### src/rtl/timer_chan_pkg.sv
package timer_chan_pkg;

  typedef enum logic [2:0] {
    TM_TERMINAL    = 3'd0,
    TM_ONESHOT     = 3'd1,
    TM_RATE        = 3'd2,
    TM_SQUARE      = 3'd3,
    TM_SOFT_STROBE = 3'd4,
    TM_HW_STROBE   = 3'd5
  } tmode_e;

  // codes 6 and 7 alias the periodic modes
  function automatic tmode_e to_mode(input logic [2:0] code);
    case (code)
      3'd0:    return TM_TERMINAL;
      3'd1:    return TM_ONESHOT;
      3'd2:    return TM_RATE;
      3'd4:    return TM_SOFT_STROBE;
      3'd5:    return TM_HW_STROBE;
      3'd6:    return TM_RATE;
      default: return TM_SQUARE;
    endcase
  endfunction

endpackage

### src/rtl/timer_gate_edge.sv
module timer_gate_edge #(
  parameter logic GATE_IDLE = 1'b1
) (
  input  logic clk,
  input  logic rst,
  input  logic gate,
  output logic rise
);
  logic prev_q;

  always_ff @(posedge clk) begin
    if (rst) prev_q <= GATE_IDLE;
    else     prev_q <= gate;
  end

  assign rise = gate & ~prev_q;
endmodule

### src/rtl/timer_count_core.sv
module timer_count_core
  import timer_chan_pkg::*;
#(
  parameter int CNT_W = 16,
  localparam int N_W = CNT_W + 1
) (
  input  logic             clk,
  input  logic             rst,
  input  logic             tick,
  input  logic             gate,
  input  logic             rise,
  input  logic             load,
  input  logic [2:0]       load_mode,
  input  logic [CNT_W-1:0] load_value,
  output tmode_e           mode_q,
  output tmode_e           mode_nx,
  output logic [N_W-1:0]   n_nx,
  output logic [N_W-1:0]   el_nx,
  output logic [N_W-1:0]   ph_nx,
  output logic [CNT_W-1:0] cnt_nx,
  output logic             wrap_nx
);
  localparam logic [N_W-1:0] FULL = {1'b1, {CNT_W{1'b0}}};

  logic [N_W-1:0]   n_q, el_q, ph_q;
  logic [CNT_W-1:0] cnt_q;
  logic             wrap_q, arm_q, arm_n;
  logic             run, restart;

  always_comb begin
    case (mode_q)
      TM_TERMINAL, TM_SOFT_STROBE: run = gate;
      TM_HW_STROBE:                run = arm_q;
      default:                     run = 1'b1;
    endcase
    restart = rise && (mode_q inside {TM_ONESHOT, TM_RATE, TM_SQUARE, TM_HW_STROBE});
  end

  always_comb begin
    mode_nx = mode_q;
    n_nx    = n_q;
    el_nx   = el_q;
    ph_nx   = ph_q;
    cnt_nx  = cnt_q;
    wrap_nx = wrap_q;
    arm_n   = arm_q;
    if (load) begin
      mode_nx = to_mode(load_mode);
      n_nx    = (load_value == '0) ? FULL : {1'b0, load_value};
      el_nx   = '0;
      ph_nx   = '0;
      cnt_nx  = load_value;
      wrap_nx = 1'b0;
      arm_n   = (to_mode(load_mode) != TM_HW_STROBE);
    end else if (restart) begin
      el_nx   = '0;
      ph_nx   = '0;
      cnt_nx  = n_q[CNT_W-1:0];
      wrap_nx = 1'b0;
      arm_n   = 1'b1;
    end else if (tick && run) begin
      if (el_q <= n_q) el_nx = el_q + 1'b1;  // saturate at N+1
      cnt_nx = cnt_q - 1'b1;
      if (ph_q + 1'b1 == n_q) begin
        ph_nx   = '0;
        wrap_nx = 1'b1;
      end else begin
        ph_nx = ph_q + 1'b1;
      end
    end
  end

  always_ff @(posedge clk) begin
    if (rst) begin
      mode_q <= TM_SQUARE;
      n_q    <= FULL;
      el_q   <= '0;
      ph_q   <= '0;
      cnt_q  <= '0;
      wrap_q <= 1'b0;
      arm_q  <= 1'b1;
    end else begin
      mode_q <= mode_nx;
      n_q    <= n_nx;
      el_q   <= el_nx;
      ph_q   <= ph_nx;
      cnt_q  <= cnt_nx;
      wrap_q <= wrap_nx;
      arm_q  <= arm_n;
    end
  end

  assert_phase_bound_R7: assert property (@(posedge clk) disable iff (rst)
    (ph_q < n_q) && (n_q != '0));

  assert_elapsed_cap_R12: assert property (@(posedge clk) disable iff (rst)
    el_q <= n_q + 1'b1);
endmodule

### src/rtl/timer_wave_decode.sv
module timer_wave_decode
  import timer_chan_pkg::*;
#(
  parameter int CNT_W = 16,
  localparam int N_W = CNT_W + 1
) (
  input  tmode_e           mode,
  input  logic [N_W-1:0]   n,
  input  logic [N_W-1:0]   el,
  input  logic [N_W-1:0]   ph,
  input  logic [CNT_W-1:0] cnt,
  input  logic             wrapped,
  output logic             wave,
  output logic [CNT_W-1:0] count
);
  logic [N_W:0] twice, half;

  always_comb begin
    twice = {ph, 1'b0};
    if (twice >= {1'b0, n}) twice = twice - {1'b0, n};
    half = ({1'b0, n} + 1'b1) >> 1;
    case (mode)
      TM_TERMINAL: begin wave = (el >= n); count = cnt; end
      TM_ONESHOT:  begin wave = (el < n);  count = cnt; end
      TM_RATE: begin
        wave  = wrapped && (ph == '0);
        count = CNT_W'(n - ph);
      end
      TM_SQUARE: begin
        wave  = ({1'b0, ph} < half);
        count = CNT_W'(n - twice[N_W-1:0]);
      end
      default: begin wave = (el == n); count = cnt; end
    endcase
  end
endmodule

### src/rtl/timer_channel.sv
module timer_channel
  import timer_chan_pkg::*;
#(
  parameter int   CNT_W     = 16,
  parameter logic GATE_IDLE = 1'b1,
  localparam int  N_W       = CNT_W + 1
) (
  input  logic             clk,
  input  logic             rst,
  input  logic             tick,
  input  logic             gate,
  input  logic             load,
  input  logic [2:0]       load_mode,
  input  logic [CNT_W-1:0] load_value,
  output logic             out,
  output logic [CNT_W-1:0] count
);
  logic             rise, wrap_nx, wave_d;
  tmode_e           mode_q, mode_nx;
  logic [N_W-1:0]   n_nx, el_nx, ph_nx;
  logic [CNT_W-1:0] cnt_nx, count_d, count_q;
  logic             out_q;

  timer_gate_edge #(.GATE_IDLE(GATE_IDLE)) u_edge (
    .clk(clk), .rst(rst), .gate(gate), .rise(rise));

  timer_count_core #(.CNT_W(CNT_W)) u_core (
    .clk(clk), .rst(rst), .tick(tick), .gate(gate), .rise(rise),
    .load(load), .load_mode(load_mode), .load_value(load_value),
    .mode_q(mode_q), .mode_nx(mode_nx), .n_nx(n_nx), .el_nx(el_nx),
    .ph_nx(ph_nx), .cnt_nx(cnt_nx), .wrap_nx(wrap_nx));

  timer_wave_decode #(.CNT_W(CNT_W)) u_dec (
    .mode(mode_nx), .n(n_nx), .el(el_nx), .ph(ph_nx), .cnt(cnt_nx),
    .wrapped(wrap_nx), .wave(wave_d), .count(count_d));

  always_ff @(posedge clk) begin
    if (rst) begin
      out_q   <= 1'b1;
      count_q <= '0;
    end else begin
      out_q   <= wave_d;
      count_q <= count_d;
    end
  end

  assign out   = out_q;
  assign count = count_q;

  assert_reset_state_R1: assert property (@(posedge clk)
    $fell(rst) |-> (out_q && count_q == '0));

  assert_load_count_R2: assert property (@(posedge clk) disable iff (rst)
    load |=> (count_q == $past(load_value)));

  assert_terminal_sticky_R3: assert property (@(posedge clk) disable iff (rst)
    (mode_q == TM_TERMINAL && out_q && !load) |=> out_q);

  assert_strobe_once_R8: assert property (@(posedge clk) disable iff (rst)
    ((mode_q == TM_SOFT_STROBE || mode_q == TM_HW_STROBE) && out_q && tick
     && !load && !rise && (mode_q == TM_HW_STROBE || gate)) |=> !out_q);

  assert_hold_R13: assert property (@(posedge clk) disable iff (rst)
    (!tick && !load && !rise) |=> ($stable(count_q) && $stable(out_q)));
endmodule

### config.mk
export PLATFORM = sky130hd
export DESIGN_NAME = timer_channel
export DESIGN_NICKNAME = d
export VERILOG_FILES = /design/src/rtl/timer_chan_pkg.sv /design/src/rtl/timer_gate_edge.sv /design/src/rtl/timer_count_core.sv /design/src/rtl/timer_wave_decode.sv /design/src/rtl/timer_channel.sv
export SDC_FILE = /design/constraint.sdc
export NUM_CORES = 1
export LEC_CHECK = 0
export ABC_CLOCK_PERIOD_IN_PS = 6220
export BUFFER_PORTS_ARGS = -buffer_cell sky130_fd_sc_hd__buf_2
export CELL_PAD_IN_SITES_DETAIL_PLACEMENT = 0
export CELL_PAD_IN_SITES_GLOBAL_PLACEMENT = 1
export CORE_MARGIN = 2
export CORE_UTILIZATION = 31
export CTS_CLUSTER_DIAMETER = 60
export DETAILED_ROUTE_END_ITERATION = 8
export HOLD_SLACK_MARGIN = 0.05
export PLACE_DENSITY = 0.69
export SETUP_SLACK_MARGIN = 0.15
export SKIP_LAST_GASP = 1
export SYNTH_ARGS = -nofsm -noshare
export SYNTH_HDL_FRONTEND = slang
export SYNTH_SLANG_ARGS = --single-unit
### constraint.sdc
create_clock -name clk -period 6.22 [get_ports clk]
set_input_delay 0.622 -clock clk [delete_from_list [all_inputs] [get_ports clk]]
set_output_delay 0.622 -clock clk [all_outputs]
set_load 0.02 [all_outputs]
## Word level (Yosys, flattened, before mapping)

Cells that the tools add are included.

- Add/subtract/negate cells: 7
- Magnitude comparators: 5
- Equality and inequality tests: 16
- Muxes and demuxes: 26
- Bitwise operators: 2
- Reductions and logical operators: 12

Operator list:

| kind | number |
|---|---|
| $mux W17 | 10 |
| $mux W16 | 4 |
| $sub A16 B16 Y16 | 3 |
| $add A17 B1 Y17 const B | 2 |
| $eq A17 B17 Y1 | 2 |
| $lt A17 B17 Y1 | 2 |
| $pmux W16 S2 | 1 |
| $add A17 B1 Y18 const B | 1 |
| $ge A18 B17 Y1 | 1 |
| $ge A17 B17 Y1 | 1 |
| $le A17 B17 Y1 | 1 |
| $logic_not A17 Y1 | 1 |
| $logic_not A16 Y1 | 1 |
| $sub A16 B1 Y16 const B | 1 |
| $eq A3 B2 Y1 const B | 5 |
| $eq A3 B3 Y1 const B | 5 |
| $pmux W3 S5 | 1 |
| $eq A3 B1 Y1 const B | 3 |
| $logic_not A3 Y1 | 3 |
| $mux W1 | 6 |
| $mux W3 | 2 |
| $pmux W1 S4 | 1 |
| $reduce_bool A4 Y1 | 1 |
| $reduce_or A2 Y1 | 2 |
| other kinds (6) | 8 |

- Register bits: 90
- Input port bits: 24
- Output and inout bits: 17
- Word-level logic and storage cells: 78

## Longest topological paths before layout

- Word-level depth: 11
- Depth in mapped cells: 33
- Depth with buffers taken out: 31

## Modules after synthesis

A second synthesis with hierarchy kept.

- Cell total of the unflattened synthesis: 1080
- Area total of the unflattened synthesis: 8299.2 um^2

Modules (own cells, without submodules):

| module | times used | cells an instance | area an instance (um^2) | sequential area each (um^2) |
|---|---|---|---|---|
| timer_count_core | 1 | 615 | 4824.6 | 1441.4 |
| timer_wave_decode | 1 | 427 | 2977.9 | 0.0 |
| timer_channel | 1 | 35 | 464.2 | 340.3 |
| timer_gate_edge | 1 | 3 | 32.5 | 20.0 |

## Worst setup path before layout

OpenSTA, ideal clock, no wires.

- Kind: reg2reg
- Start point: register u_core.ph_q[0]
- End point: register count_q[14] (netlist: count[14])
- Setup time: 0.115 ns
- Arrival: 6.496 ns
- Data required time: 6.105 ns
- Slack: -0.391 ns
- Cell stages (with the launch flop): 32
- Path buffers: 1
- Clock period less this slack: 6.611 ns
- Cells stage by stage: dfxtp_1 > ha_1 > nand4_2 > nor2_2 > or4b_1 > a211oi_2 > a21bo_1 > or4_4 > a31o_1 > and2_4 > ha_1 > nand3_1 > a211o_1 > a31oi_1 > a221oi_1 > o2bb2ai_1 > a21boi_2 > buf_2 > o31ai_1 > ha_1 > inv_1 > fa_1 > a21o_1 > a21o_1 > a21oi_1 > nand2b_1 > a211o_1 > a31oi_1 > a31oi_1 > xor2_1 > o21ai_0 > o21a_1

- Word-level cells in the longest chain between the ends: 10
- Elaborated cells on any way between the ends: 12
- Those cells by class: 4 x add/sub; 1 x order compare; 1 x eq/ne; 6 x mux

Ends and longest elaborated chain:

| what | RTL line | RTL |
|---|---|---|
| start: declaration | timer_count_core.sv:25 | `logic [N_W-1:0] n_q, el_q, ph_q;` |
| start signal: assignment | timer_count_core.sv:86 | `ph_q <= ph_nx;` |
| $add A17 B1 Y17 * | timer_count_core.sv:64, timer_count_core.sv:68 |  |
| $eq A17 B17 Y1 | timer_count_core.sv:64 | `if (ph_q + 1'b1 == n_q) begin` |
| $mux W17 * | timer_count_core.sv:64 |  |
| $mux W17 * | timer_count_core.sv:61 | `end else if (tick && run) begin` |
| $mux W17 * | timer_count_core.sv:55 | `end else if (restart) begin` |
| $mux W17 * | timer_count_core.sv:47 | `if (load) begin` |
| via ph_nx[1] | timer_channel.sv:20 | `logic [N_W-1:0] n_nx, el_nx, ph_nx;` |
| $sub A16 B16 Y16 / $ge A18 B17 Y1 (equally long branches) | timer_wave_decode.sv:20 | `if (twice >= {1'b0, n}) twice = twice - {1'b0, n};` |
| $mux W16 | timer_wave_decode.sv:20 |  |
| $sub A16 B16 Y16 | timer_wave_decode.sv:31 | `count = CNT_W'(n - twice[N_W-1:0]);` |
| $pmux W16 S2 * | timer_wave_decode.sv:22 | `case (mode)` |
| end signal: assignment | timer_channel.sv:43 | `count_q <= count_d;` |
| end: declaration | timer_channel.sv:21 | `logic [CNT_W-1:0] cnt_nx, count_d, count_q;` |

Mark *: on every way through the listed nets, which the timed path passes. The rest lies on a longest branch.
A chain may end at the register's enable or synchronous reset.

## Worst setup path in the final report

Ends and elaborated chain as after synthesis.

==> results by group <==
Placement
  • I/O Buffers: 40
  • Routability cong.: 0.933
  • HPWL after DPL: 25,200 um
  • Place WS: -376 ps
  • Placed cells: 1,569

Timing
  • Setup TNS: -1170 ps
  • # setup viols final: 6
  • Slew headroom: 28.8%
  • Final setup margin: -258 ps
  • Final worst path period need: 6480 ps
  • Final slew viol count: 0
  • Tcrit/Tclk final: 104%
  • Layout Skew: 6.85 ps
  • Slew of the pin with the lowest slew margin: 1070 ps
  • Final hold violation count: 0
  • Fmax: 0.154 GHz
  • RSZ-0062 raised after global routing: yes

GRT
  • GRT busiest layer: met2
  • Largest net degree at the start of global routing: 61
  • Met2 Usage GRT: 35.2%
  • Number of global-route vias before repair: 8,196
  • First-pass GRT wire length: 47,400 um
  • GR Util met1: 29.6%
  • Total GRT Usage: 21.8%
  • M3 GR Usage: 2.85%
  • Initial antenna violation count: 0
  • Congestion Overflow GR: 0

Critical path
  • Crit path to: count[14]$_SDFF_PP0_
  • Worst-case reg-to-reg path depth: 33
  • Setup slack, reg-to-reg: -260 ps
  • R2R Path Start: u_core.ph_q[0]$_SDFF_PP0_
  • Crit Path Category: reg2reg
  • Critical path origin: u_core.ph_q[0]$_SDFF_PP0_
  • CP Capture Type: register
  • RR Endpoint: count[14]$_SDFF_PP0_
  • Critical path's slowest cell: or4b_4
  • Crit path required time: 6480 ps
  • Max incr delay on CP: 500 ps
  • CP Launch Type: register
  • Worst EP arrival: 6740 ps
  • Worst-path fanout max: 4

Synth
  • Sequential-to-total area share from yosys stat: 21.9%
  • Mapped Area: 8240 sq um
  • Post-synth top cells: nor2_1 (169), dfxtp_1 (90), ha_1 (86), xnor2_1 (79), a21oi_1 (76)
  • Mean Syn Cell Area: 7.70 sq um
  • Synthesized netlist cell count: 1,070
  • Top-area cell type share of the netlist area: 21.9%
  • Synth top area cells: dfxtp_1 (22%), ha_1 (13%), xnor2_1 (8.4%)
  • Most common cell in the synthesized netlist: nor2_1
  • Synth Flop Type: dfxtp_1
  • Unique cell type count in the Yosys netlist: 80
  • Yosys warnings: 0
  • Syn Nets: 1,182
  • Yosys reg bits: 90
  • Number of synthesized flops with an enable pin: 0
  • Most area-hungry cell type in the Yosys netlist: dfxtp_1
  • Ys async rst share: 0%

Final layout
  • Area grow syn2layout: 31.3%
  • Non-Filler Instances: 1,612
  • Final core occ: 41.5%
  • Antenna diode count: 0
  • Multi-input gate area: 6330 sq um
  • Fin nets: 1,384
  • Share of post-route cells with drive strength above 1: 26.7%
  • Fillers: 2,663
  • Area taken by flip-flops and latches: 1820 sq um

Die
  • Die area: 27,900 sq um
  • Die width: 167 um
  • # rows: 59
  • Core box area: 26,100 sq um
  • Effective utilization at floorplan: 31.6%
  • Die Ht: 167 um
  • Io pins: 41

Status
  • Outcome: finished, violations left
  • Failing checks: negative setup slack

CTS
  • CTS buffer count: 9
  • Clock Tree Buf Depth: 2
  • H-tree Lvls: 3
  • Clock Pin Slew Worst Setup and Hold Paths: 70 ps
  • Post-CTS Hold Fix Bufs: 0
  • CTS tree: done
  • Clock root cell: clkbuf_16
  • CTS Sinks: 90
  • Clk_lat worst skew: 360 ps

Routing
  • Drt initial violations: 680
  • Routed length per instance: 19.4 um
  • Vias/cell: 5.28
  • Final wirelength: 31,200 um
  • First drt pass iteration count: 4
  • Post-DRT Antenna Nets: 0
  • Routed vias: 8,514
  • # DRC: 0

Min path
  • Hold Path Class: reg2reg

Power and ir drop
  • Worst vdd rail ir drop: 0.000123 V
  • Tot Pwr: 1.78 mW
  • Pwr/cell area: 165 nW/um^2
  • P_leak: 4.77 nW

Run
  • Max Cap Viol: 0
[what timing repair did]
item / CTS / global route
resized for setup: 26 / 28
setup buffers: 13 / 14
pin swaps: 24 / 25
setup endpoints to repair: 11 / 12
[per-stage QoR]
stage	instance area [sq um]	hold WS, ps
finish	10800	500
global route	10800	535
CTS	10600	502
detailed placement	10100	485
global placement	10100	470
floorplan	8370	440
[metal layers]
metal	part of all wire (%)	up-vias
met5	0	-
met4	3.5	0
met3	4.7	52
met2	45	217
met1	46	4032
li1	-	4213
[critical path, delay by kind of cell, from the launching register on]
kind | cells | cell delay, ps
AND/OR/NAND/NOR | 7 | 1470
adder cells (fa/ha/maj) | 3 | 620
buffers and inverters | 4 | 480
AO/OA/AOI/OAI | 17 | 3090
flip-flops | 1 | 370
XOR/XNOR | 1 | 170
multiplexers | 1 | 180
[sequential cells by signal, indices dropped and copies added (netlist names)]
name           count
u_core.mode_q      3
out                1
u_core.n_q        17
u_edge.prev_q      1
u_core.el_q       17
u_core.cnt_q      16
count             16
u_core.arm_q       1
u_core.ph_q       17
u_core.wrap_q      1
[where the power goes]
group	internal, mW	switching, mW	total (mW)
Combinational	0.258	0.333	0.591
Sequential	0.607	0.0233	0.630
Clock	0.283	0.276	0.560
Total	1.15	0.632	1.78
[layout by cell type, fill, tap and decap left out, types with 40 or more instances in the layout]
| master | Yosys | final |
|---|---|---|
| nor2_1 | 169 | 167 |
| a21oi_1 | 76 | 69 |
| buf_2 | 10 | 40 |
| ha_1 | 86 | 82 |
| dfxtp_1 | 90 | 81 |
| buf_4 | 2 | 192 |
| nand2_1 | 53 | 52 |
| inv_1 | 50 | 49 |
| xnor2_1 | 79 | 77 |
| nor3_1 | 46 | 46 |
[how the worst min path moves through the flow]
| stage | from | endpoint | slack [ps] | cells past startpoint |
|---|---|---|---|---|
| after floorplan | u_core.wrap_q$_SDFF_PP0_ | u_core.wrap_q$_SDFF_PP0_ | 440 | 2 |
| after global placement | u_core.wrap_q$_SDFF_PP0_ | u_core.wrap_q$_SDFF_PP0_ | 470 | 2 |
| after detailed placement | u_core.wrap_q$_SDFF_PP0_ | u_core.wrap_q$_SDFF_PP0_ | 490 | 2 |
| after CTS | u_core.wrap_q$_SDFF_PP0_ | u_core.wrap_q$_SDFF_PP0_ | 500 | 2 |
| after global routing | u_core.wrap_q$_SDFF_PP0_ | u_core.wrap_q$_SDFF_PP0_ | 530 | 2 |
| final | u_core.wrap_q$_SDFF_PP0_ | u_core.wrap_q$_SDFF_PP0_ | 500 | 2 |
[layout make-up]
class                   instances  area share, %
multi-input cells             880           58.5
well taps                     335           3.87
clock inverters                 7          0.659
repair buffers                241           16.4
flip-flops and latches         90           16.8
clock buffers                   9           2.08
inverters                      50           1.73
[cell families after synthesis]
logic type,Yosys count,share of synthesized area [%]
XOR/XNOR,109,11.8
flip-flops,90,21.9
adder cells (fa/ha/maj),88,13.5
multiplexers,34,4.27
AND/OR/NAND/NOR,427,25.5
AO/OA/AOI/OAI,222,17.9
buffers and inverters,100,5.25
(Power assumes the default switching activity.)
